`config.mk`:
```
export PLATFORM = sky130hd
export DESIGN_NAME = hp_cmd_proc
export DESIGN_NICKNAME = d
export VERILOG_FILES = /design/src/rtl/hp_cmd_proc.sv
export SDC_FILE = /design/constraint.sdc
export NUM_CORES = 1
export LEC_CHECK = 0
export BUFFER_PORTS_ARGS = -buffer_cell sky130_fd_sc_hd__buf_2
export CAP_MARGIN = 20
export CORE_MARGIN = 4
export CORE_UTILIZATION = 30
export DETAILED_ROUTE_END_ITERATION = 12
export HOLD_SLACK_MARGIN = 0.08
export PLACE_DENSITY_LB_ADDON = 0.15
export SYNTH_ARGS = -nofsm -noshare
export SYNTH_HDL_FRONTEND = slang
export SYNTH_SLANG_ARGS = --single-unit
```
`constraint.sdc`:
```
create_clock -name clk -period 4.93 [get_ports clk]
set_input_delay 0.2465 -clock clk [delete_from_list [all_inputs] [get_ports clk]]
set_output_delay 0.2465 -clock clk [all_outputs]
set_load 0.005 [all_outputs]
```
`src/rtl/hp_cmd_proc.sv`:
```
module hp_cmd_proc #(
  parameter int NSLOTS = 31
) (
  input  logic                 clk,
  input  logic                 rst_n,
  input  logic [NSLOTS-1:0]    slot_occupied,
  input  logic                 cmd_wr,
  input  logic [7:0]           cmd_code,
  input  logic [7:0]           cmd_target,
  input  logic                 det_clr,
  output logic [NSLOTS*12-1:0] slot_status,
  output logic [NSLOTS*5-1:0]  slot_events,
  output logic                 busy,
  output logic                 inv_cmd,
  output logic                 inv_mode,
  output logic                 cmd_detected,
  output logic                 all_done
);
  localparam int SW = 12;
  localparam int EW = 5;
  localparam int IW = (NSLOTS > 1) ? $clog2(NSLOTS) : 1;
  localparam logic [SW-1:0] ST_FULL  = 12'h006;
  localparam logic [SW-1:0] ST_EMPTY = 12'hD0F;

  logic [SW-1:0] st_q [NSLOTS];
  logic [EW-1:0] ev_q [NSLOTS];
  logic [IW-1:0] idx_q;
  logic          en_all_q;

  function automatic logic [EW+SW-1:0] apply(input logic [EW+SW-1:0] cur,
                                             input logic [1:0] rs,
                                             input logic [1:0] pw,
                                             input logic [1:0] at);
    logic [SW-1:0] s;
    logic [EW-1:0] e;
    s = cur[SW-1:0];
    e = cur[EW+SW-1:SW];
    if (pw != 2'd0) s[3:2] = pw;
    if (at != 2'd0) s[5:4] = at;
    if (cur[1:0] == 2'd3 && (rs == 2'd1 || rs == 2'd2)) begin
      s[1:0] = rs;
    end else if ((cur[1:0] == 2'd1 || cur[1:0] == 2'd2) && rs == 2'd3) begin
      s[1:0] = 2'd3;
      if (s[3:2] == 2'd3) begin
        s[8]     = 1'b1;
        s[11:10] = 2'd3;
        e        = e | 5'b01101;
      end
    end
    return {e, s};
  endfunction

  logic [4:0]          tgt;
  logic                tgt_bad;
  logic [IW-1:0]       sel;
  logic [EW+SW-1:0]    nxt_sel, nxt_it;
  logic                any_en;
  logic                it_mrl;

  assign tgt     = cmd_target[4:0];
  assign tgt_bad = (tgt == 5'd0) || (int'(tgt) > NSLOTS);
  assign sel     = IW'(tgt - 5'd1);
  assign nxt_sel = apply({ev_q[sel], st_q[sel]}, cmd_code[1:0], cmd_code[3:2], cmd_code[5:4]);
  assign it_mrl  = st_q[idx_q][8];
  assign nxt_it  = apply({ev_q[idx_q], st_q[idx_q]},
                         it_mrl ? 2'd0 : (en_all_q ? 2'd2 : 2'd1),
                         it_mrl ? 2'd3 : 2'd1, 2'd0);

  always_comb begin
    any_en = 1'b0;
    for (int i = 0; i < NSLOTS; i++)
      if (st_q[i][1:0] == 2'd2) any_en = 1'b1;
  end

  always_ff @(posedge clk) begin
    if (!rst_n) begin
      for (int i = 0; i < NSLOTS; i++) begin
        st_q[i] <= slot_occupied[i] ? ST_FULL : ST_EMPTY;
        ev_q[i] <= '0;
      end
      idx_q        <= '0;
      en_all_q     <= 1'b0;
      busy         <= 1'b0;
      inv_cmd      <= 1'b0;
      inv_mode     <= 1'b0;
      cmd_detected <= 1'b0;
      all_done     <= 1'b0;
    end else begin
      all_done <= 1'b0;
      if (det_clr) cmd_detected <= 1'b0;
      if (busy) begin
        st_q[idx_q] <= nxt_it[SW-1:0];
        ev_q[idx_q] <= nxt_it[EW+SW-1:SW];
        if (int'(idx_q) == NSLOTS - 1) begin
          busy         <= 1'b0;
          all_done     <= 1'b1;
          cmd_detected <= 1'b1;
        end else begin
          idx_q <= idx_q + 1'b1;
        end
      end else if (cmd_wr) begin
        inv_cmd      <= 1'b0;
        inv_mode     <= 1'b0;
        cmd_detected <= 1'b1;
        if (cmd_code < 8'h40) begin
          if (tgt_bad) begin
            inv_cmd <= 1'b1;
          end else if (st_q[sel][1:0] == 2'd2 && cmd_code[1:0] == 2'd1) begin
            inv_cmd <= 1'b1;
          end else begin
            st_q[sel] <= nxt_sel[SW-1:0];
            ev_q[sel] <= nxt_sel[EW+SW-1:SW];
          end
        end else if (cmd_code < 8'h48) begin
          if (cmd_code[2:0] != 3'd0) inv_mode <= 1'b1;
        end else if (cmd_code == 8'h48 || cmd_code == 8'h49) begin
          if (any_en) begin
            inv_cmd <= 1'b1;
          end else begin
            busy         <= 1'b1;
            idx_q        <= '0;
            en_all_q     <= cmd_code[0];
            cmd_detected <= cmd_detected & ~det_clr;
          end
        end else begin
          inv_cmd <= 1'b1;
        end
      end
    end
  end

  for (genvar g = 0; g < NSLOTS; g++) begin : g_out
    assign slot_status[g*SW +: SW] = st_q[g];
    assign slot_events[g*EW +: EW] = ev_q[g];

    a_r5_no_pwronly_to_enabled: assert property (@(posedge clk) disable iff (!rst_n)
      (st_q[g][1:0] == 2'd1) |=> (st_q[g][1:0] != 2'd2));

    a_r6_empty_only_when_off: assert property (@(posedge clk) disable iff (!rst_n)
      $rose(st_q[g][8]) |-> (st_q[g][1:0] == 2'd3 && st_q[g][3:2] == 2'd3 && ev_q[g][3]));
  end

  a_r9_done_single_pulse: assert property (@(posedge clk) disable iff (!rst_n)
    all_done |=> !all_done);

  a_r9_done_ends_busy: assert property (@(posedge clk) disable iff (!rst_n)
    all_done |-> !busy);

  a_r11_done_sets_detected: assert property (@(posedge clk) disable iff (!rst_n)
    all_done |-> cmd_detected);

  a_r12_flags_hold_while_busy: assert property (@(posedge clk) disable iff (!rst_n)
    busy |=> ($stable(inv_cmd) && $stable(inv_mode)));
endmodule

```
# Word level (Yosys, flattened, before mapping)
# Memories as Yosys holds them, arrays and structs flattened. A register that Yosys moved wholly into a read port is not among the register bits.
# Cells that the tools add are included.
dict set report totals {
  mem_bits_rw 527
  memories 2
  output_inout_bits 532
  word_cells 265
  inputBits 51
  mem_bits_ro 0
  ff_bits 11
  latch_bits 0
}
dict set report op_classes {
  n_addsub 2
  eq_ne 68
  div_mod_pow 0
  bitwise_logic 6
  mux 147
  shift 0
  reduce_logical 31
  n_mul 0
  magnitude_cmp 2
}
# name depth word_bits read_ports rd_clocked_by_memory_dff write_ports line_no
set mem_list {}
lappend mem_list {st_q 31 12 33 1 31 25} ;# logic [SW-1:0] st_q [NSLOTS];
lappend mem_list {ev_q 31 5 31 0 31 26} ;# logic [EW-1:0] ev_q [NSLOTS];
# cell count
set op_table {}
lappend op_table {{$mux 12} 33}
lappend op_table {{$eq 2x2->1 const B} 41}
lappend op_table {{$mux 1} 75}
lappend op_table {{$mux 5} 15}
lappend op_table {{$mux 2} 16}
lappend op_table {{$mux 4} 6}
lappend op_table {{$reduce_or 12->1} 2}
lappend op_table {{$ne 3x3->1 const B} 6}
lappend op_table {{$eq 8x7->1 const B} 2}
lappend op_table {{$lt 8x7->1 const B} 2}
lappend op_table {{$ne 2x2->1 const B} 8}
lappend op_table {{$reduce_and 6->1} 2}
lappend op_table {{$reduce_and 5->1} 2}
lappend op_table {{$reduce_bool 2->1} 5}
lappend op_table {{$reduce_or 5->1} 2}
lappend op_table {{$eq 2x1->1 const B} 4}
lappend op_table {{$reduce_and 2->1} 4}
lappend op_table {{$reduce_and 4->1} 2}
lappend op_table {{$mux 3} 2}
lappend op_table {{$add 5x1->5 const B} 1}
lappend op_table {{$eq 5x2->1 const B} 1}
lappend op_table {{$logic_and 1x1->1} 5}
lappend op_table {{$logic_not 5->1} 1}
lappend op_table {{$logic_or 1x1->1} 5}
lappend op_table {{other kinds (6)} 14}

# Depth between registers and ports, before layout
# Gate-level depths: netlist (run 1).
# An unclocked memory read counts as a cell.
dict set report logic_depth {
  depth_word 41
  mapped_depth 24
}

# Worst setup path after synthesis (run 1)
# OpenSTA, ideal clock, no wires.
dict set report synth_path {
  kind {input -> register}
  startpoint {input port cmd_target[0]}
  endpoint {memory st_q[31][0] (enable)}
  arrival_time_ps 4719
  path_slack_ps -170
  setup_time_ps 380
  stages 18
  t_required_ps 4550
  cell_sequence {buf_6 > buf_6 > buf_4 > inv_1 > ha_1 > buf_4 > buf_2 > clkbuf_1 > mux4_2 > mux4_2 > mux2i_1 > inv_1 > ha_1 > a2111o_1 > buf_2 > buf_2 > o31a_1 > nor2_1}
}
# element line_no
set synth_lines {}
lappend synth_lines {{start: declaration} 9} ;# input logic [7:0] cmd_target,
lappend synth_lines {{end: declaration} 25}

==> run metrics, run 1 <==
status finished clean; top post-synthesis cells by count 384 x edfxtp_1, 220 x nor2_1, 195 x mux4_2, 194 x nand2_1, 133 x a21oi_1; vias in the first global route between 20000 and 25000; clk root buf clkbuf_16; max incr delay on CP 0.58 ns; pwr dens 319 mW/mm^2; Initial DRC Count 2195; r2r setup slk a little over 0.4 ns; global-route congestion overflow total 0; Reg2Reg Depth 12; WP buf/inv 4; largest net degree at the start of global routing slightly below 80; Fmax 221 MHz; Top Family by Delay on Critical Path multiplexers; min-delay src slot_occupied[3]; Slew headroom 15.1%; worst skew pair latency 0.64 ns; CP required about 5.3 ns; Post-Syn Area 0.0247 sq mm; Max-Cap Viols 0; Slowest-stage cell, CP a2111o_2; hold crit path type input port to flip-flop; Power Total 0.0100 W; I/O pin count 583; clk buf depth 3; fin crit period 4.53 ns; reg2reg end st_q[2][9]; maximum fanout along the worst path 15; crit path from st_q[23][1]; final wirelength around 120 mm; Slew Viols, Final 0; Site Rows 104; Filler cells 7938; Vias/cell roughly 5.6; TritonRoute pass-1 iters 5; Initial Util 30.5%; Final Hold Viols 0; yosys warns 0; worst vdd ir 0.000351 V; gpl congestion about 0.94; CP Depth 12; flip-flop and latch area 0.0131 sq mm; setup_tns 0 ns; CTS tree done; prevailing post-synth register cell edfxtp_1; RSZ-0062 raised after global routing false; Detail Route Antenna Nets 0; Die Y between 200 and 300 um; core area between 0.08 and 0.09 sq mm; H-tree levels 2; multi-input logic area 0.0104 sq mm; initial antenna violation count 8; FF-to-FF Start st_q[23][1]; CTS resizes 0; die area 0.0870 sq mm; Tightest Pin Transition 1.27 ns; leak pwr 11.7 nW; fin nets between 2000 and 3000; Num CTS Buffers 56; final setup vio count 0; Layout area overhead 27.3%; share of cells above drive strength 1 40.6%; top cell type's share of synthesized area 46.7%; Clock Pin Slew Worst Setup and Hold Paths 0.06 ns; number of flops mapped to enable cells by yosys 384; critical path endpoint st_q[2][9]; final clock period utilization by the worst path between 90% and 100%; CP cell instances mux4_2, mux4_2, mux2i_1, inv_1, ha_1, a2111o_2, buf_4, o21ai_1, buf_12, nand2_1, nand2_1, buf_4; sequential area share after synthesis a little over half; Synth async-reset ratio 0%; CP Class flip-flop to flip-flop; #FFs+latches synth 462; Netlist cell types 77; Synth area leaders edfxtp_1 47%, mux4_2 18%, dfxtp_1 6.3%; CP Capture Type flip-flop; Post-Syn Area per Cell ~13 sq um; Critical Path AT 4.86 ns; post-route clock skew approximately 0.046 ns; DR vias around 21000; WL/cell 32.9 um; Tot GR Track Use 26.9%; Post-Synthesis Cells approximately 1900; DP Wirelength 94.3 mm; CTS Sinks 462; drt drc 0; most frequent cell after synthesis edfxtp_1; # port buffers 517; first-pass GRT wire length 165 mm; Die Width 295 um; CP Launch Type flip-flop; largest area contributor in the netlist edfxtp_1
==> worst min-delay path: cells and delay by family <==
family	cells	cell delay, ns
AND/OR/NAND/NOR	1	0.20
buffers and inverters	1	0.09
AO/OA/AOI/OAI	1	0.06
==> per-layer routing <==
metal  GRT usage [%]  vias up  part of all wire (%)
met1            34.9    10733                    39
li1                -     8542                     -
met5               0        -                     0
met3            6.32      154                   9.5
met2            45.0     1176                    48
met4            8.41        0                   3.6
==> area by class of cell <==
type | count | share of cell area, %
sequential | 462 | 41.6
multi-input combinational | 1269 | 33.0
timing repair buffer | 736 | 15.0
clock buffer | 64 | 4.55
tap | 1060 | 4.22
clock inverter | 39 | 1.19
inverter | 33 | 0.394
antenna | 1 | 0.00796
==> metrics by stage <==
stage          worst slack [ns]  hold slack, ns  cells  util [%]  cell area, sq um
2_1_floorplan           0.00667           0.458   2002         -             25000
3_3_place_gp              0.197           0.474   3553      36.5             29600
3_5_place_dp              0.168           0.491   3553      36.5             29600
4_1_cts                   0.418          0.0868   3663      38.8             31500
5_1_grt                   0.316           0.138   3663      38.8             31500
6_report                  0.405           0.134   3664      38.8             31500
==> repair_timing <==
item                      4_1_cts  5_1_grt
buffers inserted                0        0
hold buffers                    7        0
hold endpoints to repair       15        0
==> worst min path at each step <==
stage / endpoint / cells after the start
floorplan: en_all_q / 3
global placement: ev_q[10][0] / 2
detailed placement: ev_q[13][0] / 2
CTS: st_q[0][8] / 3
global route: st_q[3][11] / 3
finish: st_q[3][3] / 3
==> flip-flops by register name, indices dropped and copies added (netlist names), named ones only <==
register and cells:
st_q 384, ev_q 62, idx_q 5, busy 1, cmd_detected 1, inv_mode 1
all_done 1, inv_cmd 1, en_all_q 1
==> cell usage in the layout, fill, tap and decap left out, drive strengths merged, types with 3 or more instances in the layout <==
master / synthesis / routed
mux2i: 27 / 27
dlygate4sd3: 0 / 7
mux4: 195 / 195
o21ai: 64 / 64
xnor2: 5 / 5
mux2: 9 / 9
nand3: 24 / 24
a22oi: 70 / 70
nand4: 9 / 9
or4: 3 / 3
nor3: 11 / 11
o21a: 7 / 7
o22a: 3 / 3
clkbuf: 49 / 64
a21oi: 134 / 134
clkinv: 0 / 28
edfxtp: 384 / 384
nor2: 220 / 220
inv: 33 / 37
nor2b: 29 / 29
a31oi: 38 / 38
o2111ai: 3 / 3
a22o: 4 / 4
nor3b: 5 / 5
ha: 11 / 11
nand2: 196 / 196
o31ai: 25 / 25
bufinv: 0 / 6
dfxtp: 78 / 78
and2: 37 / 37
conb: 1 / 62
a2111oi: 8 / 8
nor4: 5 / 5
and3b: 3 / 3
and4: 3 / 3
o22ai: 8 / 8
a32oi: 3 / 3
nand3b: 5 / 5
buf: 189 / 729
nand2b: 10 / 10
==> power by group <==
group / switching [W] / internal, W
registers: 0.000180 / 0.00439
clock network: 0.00177 / 0.00240
logic: 0.000796 / 0.000512
total: 0.00274 / 0.00730
==> cells by family (layout without fill, tap and decap cells) <==
kind of cell,count (synthesis),count (layout),synth area share [%]
buf+inv,271,872,6.44
simple gates,571,571,10.3
flops,462,462,53.0
xor+xnor,6,6,0.304
fa+ha+maj,11,11,0.557
compound gates,388,388,10.1
mux,231,231,19.3
other cells,1,63,0.0152
Note: power is estimated with default switching activity, not from simulation.
==> run 2, diff against run 1 <==
--- a/config.mk
+++ b/config.mk
@@ -7,6 +7,8 @@
 export LEC_CHECK = 0
 export BUFFER_PORTS_ARGS = -buffer_cell sky130_fd_sc_hd__buf_2
 export CAP_MARGIN = 20
+export CELL_PAD_IN_SITES_DETAIL_PLACEMENT = 1
+export CELL_PAD_IN_SITES_GLOBAL_PLACEMENT = 2
 export CORE_MARGIN = 4
 export CORE_UTILIZATION = 30
 export DETAILED_ROUTE_END_ITERATION = 12
==> run metrics, run 2 (synthesized netlist as in run 1, its figures left out) <==
Slew headroom 20.1%; CP cell instances mux4_2, mux4_2, mux2i_1, buf_4, inv_1, ha_1, a2111o_2, buf_4, nor2_1, buf_4, a22o_1, nand2_1, and2_1, a21oi_1; CP Capture Type flip-flop; drt drc 0; Largest register FFs about 380; CP Class flip-flop to flip-flop; CTS resizes 0; hold crit path type input port to flip-flop; setup_tns 0 ns; Comb power frac between 10% and 20%; status finished clean; worst vdd ir 0.000218 V; Switching Share 27.3%; highest-count cells in the layout ignoring fill and taps 515 x buf_2, 384 x edfxtp_1, 218 x nor2_1, 195 x mux4_2, 186 x nand2_1; first-pass GRT wire length 165 mm; dpl ws 0.219 ns; multi-input logic area 0.0104 sq mm; internal power ~0.007 W; CP required ~5.4 ns; Die Y 295 um; DP Area slightly below 0.03 sq mm; I/O pin count 583; Vias/cell 5.59; dpl cells 3535; Clk pwr share 40.3%; H-tree levels 2; global-route congestion overflow total 0; Critical Path AT 4.92 ns; post-route clock skew between 0.015 and 0.02 ns; flip-flop and latch area 0.0131 sq mm; vias in the first global route 20545; Initial Util between 30% and 40%; Slew Viols, Final 0; fin cells 3642; RSZ-0062 raised after global routing false; r2r setup slk 0.47 ns; fin crit period 4.46 ns; DR vias 20369; Initial DRC Count 2094; DP Wirelength 94.7 mm; Slowest-stage cell, CP a2111o_2; core area roughly 0.081 sq mm; die area 0.0870 sq mm; TritonRoute pass-1 iters 5; CP Launch Type flip-flop; critical path's most frequent cell buf_4; Site Rows 104; pwr dens 315 mW/mm^2; max incr delay on CP ~0.6 ns; CTS tree done; largest net degree at the start of global routing 79; Top Registers st_q x384, ev_q x62, idx_q x5; Max-Cap Viols 0; Finished Core Util 38.2%; final clock period utilization by the worst path between 90 and 100%; final setup vio count 0; Tightest Pin Transition 1.17 ns; Clock Pin Slew Worst Setup and Hold Paths 0.06 ns; Filler cells 8825; CTS Sinks 462; sw power ~0.0027 W; # port buffers 517; final wirelength 120 mm; Tot GR Track Use 26.7%; commonest non-fill, non-tap cell in the layout buf_2; worst skew pair latency 0.62 ns; Fmax 224 MHz; Num CTS Buffers 54; final instance area between 0.03 and 0.04 sq mm; Detail Route Antenna Nets 0; Seq pwr share a little under half; share of cells above drive strength 1 40.7%; Layout area overhead 25.4%; WL/cell 32.9 um; Final Hold Viols 0; fin nets 2595; maximum fanout along the worst path 10; Die Width 295 um; leak pwr 11.5 nW; final worst setup slack 0.468 ns; gpl congestion between 0.8 and 0.9; clk root buf clkbuf_16; clk buf depth 3; Top reg by flops st_q; initial antenna violation count 15
-- run 2: changes by cell type in the layout (fill, tap and decap cells not counted), moves of 5 or more --
cell           delta
buf_12           -15
clkinv_1         -12
diode_2           +6
bufinv_16         -5
clkinv_2          +5
dlygate4sd3_1     -5
-- run 2: power groups by stage --
| stage | Sequential [W] | Combinational, W | Clock (W) |
|---|---|---|---|
| after floorplan | 0.00457 | 0.000659 | 0 |
| after global placement | 0.00466 | 0.00123 | 0 |
| after detailed placement | 0.00467 | 0.00124 | 0 |
| after CTS | 0.00459 | 0.00125 | 0.00401 |
| after global routing | 0.00459 | 0.00132 | 0.00416 |
| final | 0.00459 | 0.00125 | 0.00393 |
-- run 2: stage by stage --
stage | hold WS, ns | power [W]
finish | 0.145 | 0.00977
global route | 0.150 | 0.0101
CTS | 0.109 | 0.00985
detailed placement | 0.485 | 0.00591
global placement | 0.476 | 0.00589
floorplan | 0.458 | 0.00523
-- run 2: final timing paths --
kind,from,endpoint,depth (start not counted)
max reg2reg,st_q[27][1],st_q[29][3],14
max,st_q[27][1],st_q[29][3],14
min reg2reg,ev_q[10][0],ev_q[10][0],2
min,slot_occupied[21],st_q[21][10],3
-- run 2: area by class of cell --
type | instances | share of cell area (%)
clock buffers | 70 | 4.91
diodes | 7 | 0.0565
repair buffers | 713 | 14.0
well taps | 1060 | 4.28
multi-input cells | 1269 | 33.5
clock inverters | 28 | 0.573
inverters | 33 | 0.400
flip-flops and latches | 462 | 42.3
-- run 2: routing by layer --
| layer | global-route usage [%] | vias up | share of wire (%) |
|---|---|---|---|
| met5 | 0 | - | 0.040 |
| met4 | 6.97 | 6 | 2.7 |
| met3 | 5.51 | 179 | 8.4 |
| met2 | 45.9 | 984 | 50 |
| met1 | 34.7 | 10700 | 39 |
| li1 | - | 8500 | - |
-- run 2: worst max-delay path, delay by kind of cell (launching register included) --
kind                     cells  cell delay (ns)
multiplexers                 3             1.23
flip-flops                   1             0.52
AND/OR/NAND/NOR              3             0.63
AO/OA/AOI/OAI                3             1.07
adder cells (fa/ha/maj)      1             0.22
buffers and inverters        4             0.60
-- run 2: timing repair --
action,in CTS,in global routing
hold buffers,2,0
endpoints found under the hold margin,2,0
setup buffers,0,0
==> run 3, diff against run 2 <==
--- a/config.mk
+++ b/config.mk
@@ -10,10 +10,10 @@
 export CELL_PAD_IN_SITES_DETAIL_PLACEMENT = 1
 export CELL_PAD_IN_SITES_GLOBAL_PLACEMENT = 2
 export CORE_MARGIN = 4
-export CORE_UTILIZATION = 30
+export CORE_UTILIZATION = 33
 export DETAILED_ROUTE_END_ITERATION = 12
 export HOLD_SLACK_MARGIN = 0.08
-export PLACE_DENSITY_LB_ADDON = 0.15
+export PLACE_DENSITY_LB_ADDON = 0.1
 export SYNTH_ARGS = -nofsm -noshare
 export SYNTH_HDL_FRONTEND = slang
 export SYNTH_SLANG_ARGS = --single-unit
==> run metrics, run 3 (synthesized netlist as in run 1, its figures left out) <==
Slew headroom around 22%; sw power about 0.0027 W; worst skew pair latency between 0.6 and 0.7 ns; Top Registers st_q x384, ev_q x62, idx_q x5; WL/cell ~33 um; Initial Util 33.2%; CP Capture Type flip-flop; maximum fanout along the worst path 16; final worst setup slack 0.354 ns; TritonRoute pass-1 iters 5; Largest register FFs 384; clk buf depth 3; DP Area ~0.029 sq mm; CP Launch Type flip-flop; met2 GRT Util between 40% and 50%; Slowest-stage cell, CP a2111o_2; Initial DRC Count 2227; first-pass GRT wire length between 150 and 200 mm; fin nets 2599; # port buffers 517; Clk pwr share about two fifths; fin cells 3557; GR Util met1 between 30% and 40%; final setup vio count 0; CTS resizes 0; Slew Viols, Final 0; Clock Pin Slew Worst Setup and Hold Paths 0.07 ns; share of cells above drive strength 1 40.6%; fin crit period 4.58 ns; Vias/cell approximately 5.8; I/O pin count roughly 580; gpl congestion approximately 0.94; dpl cells 3446; CP Class flip-flop to flip-flop; CP cell instances mux4_2, mux4_2, mux2i_1, inv_1, ha_1, a2111o_2, nor2_1, a22o_1, nand2_1, and2_1, a31oi_1; Top Family by Delay on Critical Path multiplexers; H-tree levels 2; final instance area 0.0310 sq mm; max incr delay on CP about 0.66 ns; busiest grt layer met2; DR vias ~20000; hold crit path type input port to flip-flop; Power Total about 0.01 W; critical path's most frequent cell mux4_2; Site Rows 100; clk root buf clkbuf_16; Critical Path AT about 5.0 ns; commonest non-fill, non-tap cell in the layout buf_2; highest-count cells in the layout ignoring fill and taps 515 x buf_2, 384 x edfxtp_1, 218 x nor2_1, 195 x mux4_2, 186 x nand2_1; Max-Cap Viols 0; Die Y 282 um; RSZ-0062 raised after global routing false; largest net degree at the start of global routing slightly below 80; post-route clock skew 0.0273 ns; Tightest Pin Transition 1.15 ns; Seq pwr share 45.6%; Filler cells a little over 8000; Setup Fix Bufs, Post-CTS 0; final clock period utilization by the worst path 92.8%; DP Wirelength 91.7 mm; Tot GR Track Use 28.4%; leak pwr 11.5 nW; core area 0.0743 sq mm; drt drc 0; Comb power frac 12.4%; vias in the first global route 20672; pwr dens 324 mW/mm^2; CTS tree done; Fmax 219 MHz; setup_tns 0 ns; Detail Route Antenna Nets 0; routing usage on met3 between 5 and 6%; internal power 0.00735 W; worst vdd ir 0.000233 V; Top reg by flops st_q; WP buf/inv 1; CTS Sinks roughly 460; Final Hold Viols 0; final wirelength 116 mm; dpl ws ~0.11 ns; Die Width approximately 280 um; die area 0.0793 sq mm; global-route congestion overflow total 0; Num CTS Buffers 55; status finished clean; Layout area overhead 25.4%; initial antenna violation count 22; Switching Share 26.7%; CP required 5.39 ns
[run 3: per-layer routing]
layer	share of wire (%)	wire length [um]
met1	40	46600
met2	49	57400
met3	8.3	9630
met4	2.2	2550
met5	0.084	98
[run 3: per-stage QoR]
stage / hold WS (ns) / util [%]
5_1_grt: 0.155 / 41.7
4_1_cts: 0.105 / 41.7
3_3_place_gp: 0.477 / 39.1
6_report: 0.130 / 41.7
3_5_place_dp: 0.485 / 39.2
2_1_floorplan: 0.458 / -
[run 3: final cells by class]
cell class | count | area [sq um] | share of cell area (%)
Antenna cell | 5 | 12.5 | 0.0404
Clock buffer | 69 | 1460 | 4.71
Clock inverter | 34 | 383 | 1.24
Inverter | 33 | 124 | 0.400
Multi-Input combinational cell | 1269 | 10400 | 33.5
Sequential cell | 462 | 13100 | 42.3
Tap cell | 969 | 1210 | 3.91
Timing Repair Buffer | 716 | 4310 | 13.9
[run 3: worst min-delay path, delay by kind of cell]
family                 cells  cell delay (ns)
AOI/OAI and AO/OA          1             0.09
and+or+nand+nor            3             0.25
buffers and inverters      1             0.12
[run 3: final timing paths]
check | endpoint | cells after the start | slack [ns] | start
min reg2reg | ev_q[21][0] | 2 | 0.49 | ev_q[21][0]
min | inv_mode | 5 | 0.13 | cmd_code[6]
max | st_q[25][8] | 11 | 0.35 | st_q[23][1]
max reg2reg | st_q[25][8] | 11 | 0.35 | st_q[23][1]
[run 3: timing repair]
action / CTS / global route
hold buffers: 2 / 0
setup endpoints to repair: 0 / 0
endpoints found under the hold margin: 2 / 0
[run 3: power by group through the flow]
stage	registers, W	clock network, W	logic [W]
floorplan	0.00457	0	0.000659
global placement	0.00465	0	0.00121
detailed placement	0.00465	0	0.00123
CTS	0.00457	0.00428	0.00123
global route	0.00458	0.00443	0.00131
finish	0.00457	0.00420	0.00125
